$ cat config.mk
export PLATFORM = sky130hd
export DESIGN_NAME = exc_tracker
export DESIGN_NICKNAME = d
export VERILOG_FILES = /design/src/rtl/exc_tracker.sv
export SDC_FILE = /design/constraint.sdc
export NUM_CORES = 1
export LEC_CHECK = 0
export BUFFER_PORTS_ARGS = -buffer_cell sky130_fd_sc_hd__buf_2
export CAP_MARGIN = 20
export CORE_MARGIN = 2
export CORE_UTILIZATION = 54
export DETAILED_ROUTE_END_ITERATION = 10
export PLACE_DENSITY_LB_ADDON = 0.05
export SLEW_MARGIN = 40
export SYNTH_ARGS = -nofsm -noshare
export SYNTH_HDL_FRONTEND = slang
export SYNTH_SLANG_ARGS = --single-unit
$ cat constraint.sdc
create_clock -name clk -period 2.3 [get_ports clk]
set_input_delay 0.345 -clock clk [delete_from_list [all_inputs] [get_ports clk]]
set_output_delay 0.345 -clock clk [all_outputs]
set_load 0.05 [all_outputs]
$ cat src/rtl/exc_tracker.sv
module exc_tracker #(
  parameter int PC_W = 32
) (
  input  logic            clk,
  input  logic            rst_n,
  input  logic            if_valid,
  input  logic [PC_W-1:0] if_pc,
  input  logic [2:0]      if_flt,
  input  logic            id_undef,
  input  logic            ex_ovf,
  input  logic [2:0]      mem_flt,
  input  logic            irq_req,
  input  logic            irq_en,
  input  logic            mem_st,
  input  logic            wb_wr,
  output logic            rf_we,
  output logic            mem_we,
  output logic            take_trap,
  output logic [3:0]      flush,
  output logic            trap_fetch,
  output logic [2:0]      cause,
  output logic            cause_data,
  output logic [PC_W-1:0] epc
);
  localparam int VW = 9;
  localparam int NS = 4;
  localparam int SW = $clog2(VW + 1);

  logic [NS-1:0]   v;
  logic [VW-1:0]   vec [NS];
  logic [PC_W-1:0] pc  [NS];

  logic [VW-1:0] post_id, post_ex, post_mem;
  logic [SW-1:0] sel;
  logic [2:0]    code;

  assign post_id  = {4'b0, id_undef, irq_req & irq_en, 3'b0};
  assign post_ex  = {3'b0, ex_ovf, 5'b0};
  assign post_mem = {mem_flt, 6'b0};

  assign take_trap = v[3] & (|vec[3]);
  assign flush     = {4{take_trap}} & {v[2], v[1], v[0], if_valid};
  assign rf_we     = wb_wr & v[3] & ~(|vec[3]);
  assign mem_we    = mem_st & v[2] & ~(|vec[2]) & ~(|mem_flt) & ~take_trap;
  assign epc       = pc[3];

  always_ff @(posedge clk) begin
    if (!rst_n || take_trap) begin
      for (int i = 0; i < NS; i++) begin
        v[i]   <= 1'b0;
        vec[i] <= '0;
        pc[i]  <= '0;
      end
    end else begin
      v[0]   <= if_valid;
      vec[0] <= if_valid ? {6'b0, if_flt} : '0;
      pc[0]  <= if_pc;
      v[1]   <= v[0];
      vec[1] <= v[0] ? (vec[0] | post_id) : '0;
      pc[1]  <= pc[0];
      v[2]   <= v[1];
      vec[2] <= v[1] ? (vec[1] | post_ex) : '0;
      pc[2]  <= pc[1];
      v[3]   <= v[2];
      vec[3] <= v[2] ? (vec[2] | post_mem) : '0;
      pc[3]  <= pc[2];
    end
  end

  always_ff @(posedge clk) begin
    if (!rst_n) trap_fetch <= 1'b0;
    else        trap_fetch <= take_trap;
  end

  always_comb begin
    sel = SW'(VW);
    for (int i = VW - 1; i >= 0; i--)
      if (vec[3][i]) sel = SW'(i);
  end

  always_comb begin
    case (sel)
      SW'(0), SW'(6): code = 3'd1;
      SW'(1), SW'(7): code = 3'd2;
      SW'(2), SW'(8): code = 3'd3;
      SW'(3):         code = 3'd6;
      SW'(4):         code = 3'd4;
      SW'(5):         code = 3'd5;
      default:        code = 3'd0;
    endcase
  end

  assign cause      = take_trap ? code : 3'd0;
  assign cause_data = take_trap & (sel >= SW'(6)) & (sel < SW'(VW));
endmodule

# Yosys cells after proc, flatten, opt, wreduce, memory -nomap -nowiden
# Memory sizes are Yosys's and may differ from the RTL's.
# Index checks and enable logic that the tools add are counted.
dict set report word_totals {
  ramBits 164
  in_bits 47
  mem_bits_ro 48
  latchBits 0
  word_cells 63
  out_inout_bits 44
  n_memories 3
  regBits 5
}
dict set report op_classes {
  magnitude_cmp 2
  multipliers 0
  bitwise_logic 26
  reduce_logical 5
  n_addsub 0
  eq_ne 0
  shift 0
  n_div 0
  muxes 25
}
# memory words word_bits read_ports rd_clocked_by_memory_dff write_ports line
set memory_table {}
lappend memory_table {pc 4 32 4 0 4 31} ;# logic [PC_W-1:0] pc [NS];
lappend memory_table {{(no name shown)} 16 3 1 0 0 82} ;# case (sel)
lappend memory_table {vec 4 9 4 0 4 30} ;# logic [VW-1:0] vec [NS];
# operator count
set op_table {}
lappend op_table {{$mux W32} 4}
lappend op_table {{$mux W9} 7}
lappend op_table {{$mux W4} 8}
lappend op_table {{$reduce_or A9 Y1} 2}
lappend op_table {{$and A1 B1 Y1} 10}
lappend op_table {{$or A9 B5 Y9} 1}
lappend op_table {{$or A9 B6 Y9} 1}
lappend op_table {{$or A9 B9 Y9} 1}
lappend op_table {{$or A1 B1 Y1} 8}
lappend op_table {{$mux W3} 2}
lappend op_table {{$and A4 B4 Y4} 1}
lappend op_table {{$ge A4 B3 Y1 const B} 1}
lappend op_table {{$lt A4 B4 Y1 const B} 1}
lappend op_table {{$mux W1} 4}
lappend op_table {{$not A1 Y1} 4}
lappend op_table {{$reduce_or A3 Y1} 1}
lappend op_table {{$logic_not A1 Y1} 1}
lappend op_table {{$logic_or A1 B1 Y1} 1}

# Logic depth before layout (Yosys ltp)
# An unclocked memory read counts as a cell.
dict set report logic_depth {
  depth_word 13
  mapped_depth 8
  depth_no_buf 8
}

# Least setup slack after synthesis
# OpenSTA, ideal clock, no wires.
dict set report synth_timing {
  path_type {reg2out}
  start {memory vec[3][7] (netlist: vec[0][34])}
  end {output port rf_we}
  path_slack_ps -474
  required_ps 1955
  path_stages_with_launch 3
  n_path_buf 0
  arrival_time_ps 2429
  path_cell_list {dfxtp_1 > or4_4 > nor4_1}
}
# item line
set synth_rtl {}
lappend synth_rtl {{from (decl)} 30}
lappend synth_rtl {{to (decl)} 16} ;# output logic rf_we,

==> metrics <==
fmax=~0.38 GHz; initial core utilization=0.550; setup slack, reg-to-reg=0.25 ns; Yosys cell types=26; Sw Pwr=between 1 and 1.5 mW; # clock sinks=156; final wirelength=7.47 mm; Mapped Area=4750 um2; hold_sp=ex_ovf; critical path, cell by cell=inv_2 > a21oi_2 > o21bai_1 > a221o_1 > ha_1 > a21oi_2 > o21ai_1 > a21oi_2 > buf_6; crit start category=register; worst hold slack=about 0.032 ns; Final ANT Viol Nets=0; worst path arrival time=2.26 ns; CTS tree=yes; final net count=527; Vias=2,888; Detailed Place HPWL=4.28 mm; Skew-Pair Late Insertion Delay=just over 0.5 ns; Seq/Total Area, Yosys=0.657; Worst-Margin Slew=0.468 ns; CP max FO=3; Syn Inst Count=416; Die H=97.8 um; Crit path largest cell delay=0.35 ns; Max-cap violations=0; Max clock buf depth=2; Final Util=0.678; first-pass GRT wire length=~12 mm; combinational share of power=0.032; layout cells sized above 1=0.332; Cell Pwr Density=951 nW/um2; P&R area growth vs syn=23.3%; CTS Root Cell=clkbuf_8; IO Pins=91; Fin. Hold Viols=0; DRT Pass-1 Iters=4; gp weighted congestion=between 0.8 and 0.9; Slew headroom=0.688; fin crit share=1.13; port bufs=90; final slew viol count=0; Synth area leader=dfxtp_1; Ys Warns=0; Setup CP Type=register to output port; FF-to-FF Start=vec[0][33]; Synth Net Count=465; Reg power frac=0.502; Fin Clk Skew=0.00849 ns; DR WL/cell=12.4 um; unrepaired setup endpoints after global routing=true; row count=34; Cells after DPL=about 560; H-tree levels=4; Non-Filler Instances=600; CTS buffer count=17; Final min period=approximately 2.6 ns; r2r worst-path depth=5; Hold Path Depth=2; violated checks=setup timing; Synth top area share=0.657; Final WS setup=-0.300 ns; CP Capture Type=output port; cell mode on critical path=a21oi_2; commonest non-fill, non-tap cell in the layout=dfxtp_1; RR Endpoint=vec[0][28]; die width=97.8 um; maximum vdd drop=0.601 mV; Worst-path clk slew=0.06 ns; initial antenna violation count=1; Sw Share=0.222; endpoints failing setup=10; Hold Path Class=input port to register; Iteration-0 DRC Markers=roughly 100; Internal=4.34 mW; vias in the first global route=2,660; post-synthesis register bit count=about 160; total grt overflow=0; syn avg cell area=11.4 um2; power share of the clock group=0.466; Die Area=9560 um2; commonest cells after routing, fill and taps aside=dfxtp_1 (150), and3_1 (133), buf_2 (80), and2_1 (23), clkbuf_16 (16); synth top area cells=dfxtp_1 (66%), and3_1 (18%), buf_4 (5.1%); Via density=4.81; slowest stage cell, crit path=dfxtp_2; run status=complete, but fails checks; CORE AREA=roughly 8600 um2; number of remaining DRC errors=0; LEAKAGE=approximately 3.0 nW; largest net degree at the start of global routing=between 70 and 80; Hold EP=vec[0][23]; Setup TNS Final=-2.36 ns; Worst EP required=1.96 ns; gr usage total=0.164
==> timing repair <==
| item | in CTS | in global routing |
|---|---|---|
| gates cloned | 1 | 0 |
| buffers inserted | 6 | 4 |
| gates resized for setup | 40 | 11 |
| pin swaps | 12 | 7 |
| hold buffers | 0 | 0 |
| setup endpoints to repair | 10 | 10 |
==> power groups by stage <==
stage	logic [mW]	registers, mW	clock network (mW)
final	0.179	2.80	2.60
after global routing	0.198	2.80	2.77
after CTS	0.178	2.80	2.65
after detailed placement	0.173	2.86	0
after global placement	0.170	2.86	0
after floorplan	0.127	2.86	0
==> final cells by class <==
cell class,count,area [um2]
Fill cell,675,2780
Clock inverter,15,153
Multi-Input combinational cell,193,1310
Inverter,5,18.8
Tap cell,108,135
Clock buffer,17,414
Sequential cell,156,3140
Timing Repair Buffer,105,691
Antenna cell,1,2.50
==> per-layer routing <==
| metal | GRT usage | wire length [um] |
|---|---|---|
| met1 | 0.200 | 3470 |
| met4 | 0.0887 | 123 |
| met5 | 0 | 0 |
| met3 | 0.0508 | 263 |
| met2 | 0.262 | 3610 |
==> through the flow <==
stage,cell area [um2],setup WS (ns),power (mW)
after detailed placement,5030,0.00599,3.03
after global routing,5860,-0.406,5.77
after global placement,5030,0.171,3.03
final,5860,-0.300,5.57
after CTS,5800,-0.307,5.63
after floorplan,4770,0.0215,2.98
==> worst max-delay path, delay by kind of cell (launching register included) <==
kind	cells	cell delay [ns]
buffers and inverters	2	0.22
adder cells (fa/ha/maj)	1	0.30
AO/OA/AOI/OAI	6	0.91
flip-flops	1	0.35
==> registers in the layout, summed over array words and instances, names as in the netlist <==
signal / flops
trap_fetch: 1
vec: 23
pc: 128
v: 4
==> kinds of logic after synthesis <==
kind of cell | share of synthesized area
compound gates | 0.0216
fa+ha+maj | 0.00527
buf+inv | 0.0832
flops | 0.657
simple gates | 0.233
==> synth_stat cells <==
master      n
a21oi_1     4
dfxtp_1   156
and2_1     27
inv_2       1
a221o_1     1
clkbuf_2   10
nor3_1      1
nand2_1     2
o21ai_0     4
buf_6       1
nor4_1      2
nor4b_1     3
nor2_1      5
o21bai_1    1
o31ai_4     1
a211oi_1    1
nand3_1     1
buf_2       3
buf_4      32
o211ai_1    1
ha_1        2
and3_1    134
clkbuf_1   16
o31a_1      1
inv_1       4
or4_4       2
==> worst max-delay path by stage <==
stage,startpoint,endpoint,cells after the start
after CTS,vec[0][29],flush[1],5
final,vec[0][34],cause[0],9
after floorplan,vec[0][34],flush[0],5
after detailed placement,vec[0][31],cause[0],8
after global routing,vec[0][34],cause[0],9
after global placement,vec[0][35],cause[0],8
Power figures use the tool's default switching activity.
